<file path="config.mk">
export PLATFORM = sky130hd
export DESIGN_NAME = j1850_timebase
export DESIGN_NICKNAME = d
export VERILOG_FILES = /design/src/rtl/j1850_timebase.sv
export SDC_FILE = /design/constraint.sdc
export NUM_CORES = 1
export LEC_CHECK = 0
export ABC_AREA = 0
export BUFFER_PORTS_ARGS = -buffer_cell sky130_fd_sc_hd__buf_2
export CAP_MARGIN = 20
export CELL_PAD_IN_SITES_DETAIL_PLACEMENT = 1
export CELL_PAD_IN_SITES_GLOBAL_PLACEMENT = 1
export CORE_UTILIZATION = 41
export DETAILED_ROUTE_END_ITERATION = 8
export GPL_TIMING_DRIVEN = 0
export PLACE_DENSITY = 0.74
export SYNTH_ARGS = -nofsm -noshare
export SYNTH_HDL_FRONTEND = slang
export SYNTH_SLANG_ARGS = --single-unit
</file>
<file path="constraint.sdc">
create_clock -name clk -period 2.3 [get_ports clk]
set_input_delay 0.23 -clock clk [delete_from_list [all_inputs] [get_ports clk]]
set_output_delay 0.23 -clock clk [all_outputs]
set_load 0.005 [all_outputs]
</file>
<file path="src/rtl/j1850_timebase.sv">
module j1850_timebase #(
  parameter int REG_W       = 8,
  parameter int EN_BIT      = 4,
  parameter int BRK_BIT     = 0,
  parameter int BREAK_TICKS = 280
) (
  input  logic             clk,
  input  logic             rst_n,
  input  logic             ctl_we,
  input  logic             rate_we,
  input  logic [REG_W-1:0] wdata,
  output logic [REG_W-1:0] ctl_rdata,
  output logic [REG_W-1:0] rate_rdata,
  output logic             tick,
  output logic             bus_break,
  output logic             tx_abort
);
  localparam int BCNT_W = $clog2(BREAK_TICKS + 1);
  localparam logic [BCNT_W-1:0] LAST_TICK = BCNT_W'(BREAK_TICKS - 1);

  logic             en_q, brk_q, brk_age;
  logic [REG_W-1:0] rate_q, div_cnt;
  logic [BCNT_W-1:0] brk_ticks;

  wire start = ctl_we & wdata[EN_BIT] & wdata[BRK_BIT];
  wire stop  = ctl_we & ~wdata[EN_BIT];

  assign tick       = en_q && (div_cnt == rate_q);
  assign rate_rdata = rate_q;

  always_comb begin
    ctl_rdata          = '0;
    ctl_rdata[EN_BIT]  = en_q;
    ctl_rdata[BRK_BIT] = brk_q;
  end

  always_ff @(posedge clk or negedge rst_n) begin
    if (!rst_n) begin
      en_q    <= 1'b0;
      brk_q   <= 1'b0;
      brk_age <= 1'b0;
    end else if (ctl_we) begin
      en_q    <= wdata[EN_BIT];
      brk_q   <= wdata[BRK_BIT];
      brk_age <= 1'b0;
    end else if (brk_q) begin
      brk_age <= 1'b1;
      if (brk_age) brk_q <= 1'b0;
    end
  end

  always_ff @(posedge clk or negedge rst_n) begin
    if (!rst_n)       rate_q <= '0;
    else if (rate_we) rate_q <= wdata;
  end

  always_ff @(posedge clk or negedge rst_n) begin
    if (!rst_n)                 div_cnt <= '0;
    else if (!en_q || start)    div_cnt <= '0;
    else if (div_cnt >= rate_q) div_cnt <= '0;
    else                        div_cnt <= div_cnt + 1'b1;
  end

  always_ff @(posedge clk or negedge rst_n) begin
    if (!rst_n) begin
      bus_break <= 1'b0;
      brk_ticks <= '0;
      tx_abort  <= 1'b0;
    end else begin
      tx_abort <= start;
      if (start) begin
        bus_break <= 1'b1;
        brk_ticks <= '0;
      end else if (stop) begin
        bus_break <= 1'b0;
      end else if (bus_break && tick) begin
        brk_ticks <= brk_ticks + 1'b1;
        if (brk_ticks == LAST_TICK) bus_break <= 1'b0;
      end
    end
  end


  tick_gated_chk: assert property (@(posedge clk) disable iff (!rst_n)
    !ctl_rdata[EN_BIT] |-> !tick);


  break_start_chk: assert property (@(posedge clk) disable iff (!rst_n)
    start |=> bus_break && tx_abort);


  abort_in_break_chk: assert property (@(posedge clk) disable iff (!rst_n)
    tx_abort |-> bus_break);


  break_end_cause_chk: assert property (@(posedge clk) disable iff (!rst_n)
    $fell(bus_break) |-> $past(tick) || $past(ctl_we));


  brk_selfclear_chk: assert property (@(posedge clk) disable iff (!rst_n)
    ctl_rdata[BRK_BIT] && $past(ctl_rdata[BRK_BIT]) && !$past(ctl_we) && !ctl_we
    |=> !ctl_rdata[BRK_BIT]);


  no_break_disabled_chk: assert property (@(posedge clk) disable iff (!rst_n)
    ctl_we && !wdata[EN_BIT] |=> !bus_break && !tx_abort);
endmodule

</file>
==> results.md <==
* Area of the mapped netlist at 0.00161 mm2
* Synthesized flop and latch total at 30
* Die area at 0.00419 mm2
* Crit path from: div_cnt[5]$_DFF_PN0_
* Syn-to-layout area delta at 19.3%
* Routed wire per std cell at 16.0 um
* Ports at 31
* Row cnt at 22
* Minimum clock period at 2.15 ns
* Placed Cells at 242
* Clk sink count at 30
* Number of vias per cell at 5.44
* HP Class: primary input to async pin
* Die Width at 64.7 um
* Antenna Nets Post-Route at 0
* Clk_skew at 0.0119 ns
* R2r startpoint: div_cnt[5]$_DFF_PN0_
* Gpl congestion at 0.769
* Area of the multi-input gates at 757 um2
* Setup TNS at 0 ns
* Overall routing resource usage at 0.219
* CTS Buf Count at 5
* Worst r2r dst: brk_ticks[2]$_DFFE_PN0P_
* Starting DRC count in detailed routing at 69
* Post-synth EDFFs at 0
* Core ar. at 0.00372 mm2
* First-pass GRT wire length at 6.74 mm
* # diodes at 0
* Via count at 1359
* Failing checks: hold timing
* Post-cts resize count at 0
* Pwr Density at 645 mW/mm2
* Leak at 0.935 nW
* Commonest cells after routing, fill and taps aside: dfrtp_1, buf_2, nand2_1
* H-tree depth at 2
* Max Slew Vio Count at 0
* Top cell type by total area after synthesis: dfrtp_1
* Peak VDD IR at 0.338 mV
* R2R cell count at 6
* I/O Buffers at 24
* Synth unique cells at 36
* Final setup viols at 0
* CP max FO at 10
* Initial antenna violation count at 0
* Post-DP HPWL at 2.93 mm
* Nets at 223
* Worst endpoint data arrival time at 2.37 ns
* Fraction of layout cells with a size suffix above 1 at 0.248
* # Max-Cap Violations at 0
* Slew @ Worst Pin at 0.708 ns
* Vias in the first global route at 1363
* Post-route clock period utilization at 0.936
* Final cell count without fillers at 250
* Async set-reset flop share out of synthesis at 1.00
* Final Power at 1.24 mW
* Setup slack, reg-to-reg at 0.15 ns
* Clock buffer depth at 2
* Ranking of synthesized cells by area: dfrtp_1, ha_1, buf_4
* Slew headroom at 0.528
* Worst Path Class, Setup: flop to flop
* Starting density of the core at 0.434
* TritonCTS clock tree: built
* Detailed Route WL at 3.99 mm
* Post-CTS setup buffer count at 0
* Req. time, crit path at 2.52 ns
* Run status: finished, violations left
* DR pass1 iterations at 4
* Total gr overflow at 0
* Residual DRC at 0
* Skew-Pair Late Insertion Delay at 0.29 ns
* Vert. Die Dim at 64.7 um
* Root Buffer: clkbuf_8
* Largest net degree at the start of global routing at 31
* Hold Violations, Final at 29
* RSZ-0062 raised after global routing: false
* Share of the synthesized area in the top cell type at 0.465
* Most common cell after layout, fill and taps aside: dfrtp_1
* Startpoint Class: flop
* Crit end category: flop
* Most used flip-flop cell after synthesis: dfrtp_1
* CTS clk-pin slew, worst paths at 0.07 ns
* Gate Count Post-Synth at 165
* Sequential area share after synthesis at 0.465
* Fillers at 455
* Worst hold margin at -0.0194 ns
* Avg Cell Area, Syn at 9.77 um2
* # hold bufs at CTS at 0
* Synth Warn # at 0
* Achievable clock frequency at 464 MHz
* FF+latch area at 753 um2
registers in the layout, indices dropped and copies added (netlist names):
name / flops
brk_ticks: 9
tx_abort: 1
brk_q: 1
rate_rdata: 8
bus_break: 1
brk_age: 1
en_q: 1
div_cnt: 8
worst max-delay path by stage:
stage                                          end  slack [ns]  cells past startpoint
final                     brk_ticks[2]$_DFFE_PN0P_        0.15                      6
after global routing      brk_ticks[2]$_DFFE_PN0P_        0.02                      6
after floorplan           brk_ticks[2]$_DFFE_PN0P_        0.30                      6
after detailed placement  brk_ticks[2]$_DFFE_PN0P_        0.13                      7
after CTS                 brk_ticks[0]$_DFFE_PN0P_        0.11                      7
after global placement    brk_ticks[2]$_DFFE_PN0P_        0.19                      6
report_power, final:
part           total (mW)  switching [mW]  internal, mW
clock network       0.511           0.209         0.302
registers           0.576          0.0223         0.554
logic               0.153          0.0890        0.0640
per-layer routing:
metal	share of wire	track usage	vias up
li1	-	-	645
met1	0.44	0.268	683
met2	0.51	0.365	22
met3	0.030	0.0528	9
met4	0.019	0.0917	0
met5	0	0	-
cells in the mapped netlist (2+ instances only):
cell / number
nor2_1: 5
inv_1: 12
nand2_1: 15
nand4_1: 5
xnor2_1: 2
or4_1: 4
o211ai_1: 3
ha_1: 10
a21oi_1: 9
mux2i_1: 2
xor2_1: 4
buf_4: 8
o31ai_1: 6
nand2b_1: 4
dfrtp_1: 30
o21ai_0: 11
and3_1: 4
nor3_1: 7
nand3_1: 6
nor3b_1: 2
area by class of cell:
cell class / count / area share
multi-input combinational: 117 / 0.393
sequential: 30 / 0.391
tap: 48 / 0.0312
inverter: 13 / 0.0254
timing repair buffer: 24 / 0.0624
buffer: 10 / 0.0390
clock buffer: 8 / 0.0572
stage by stage:
step	instance area [um2]	hold slack, ns	setup WS (ns)	util
2_1_floorplan	1630	-0.0656	0.295	-
3_3_place_gp	1810	0.299	0.193	0.488
3_5_place_dp	1810	0.321	0.129	0.488
4_1_cts	1920	0.0000850	0.111	0.517
5_1_grt	1920	0.0203	0.0196	0.518
6_report	1920	-0.0194	0.147	0.518
critical path: stages, from the launching register on:
cell and delay (ns):
dfrtp_1 0.43, ha_1 0.33, nand4_2 0.14, or3_4 0.41
buf_6 0.15, or4_1 0.46, a21oi_1 0.16
kinds of logic after synthesis:
family | count (synthesis) | share of synthesized area
adders and majority gates | 10 | 0.0776
AOI/OAI and AO/OA | 30 | 0.109
buffers and inverters | 23 | 0.0768
muxes | 3 | 0.0194
xor gates and xnor gates | 6 | 0.0326
and+or+nand+nor | 62 | 0.216
other | 1 | 0.00233
DFF | 30 | 0.465
Note: power is estimated with default switching activity, not from simulation.
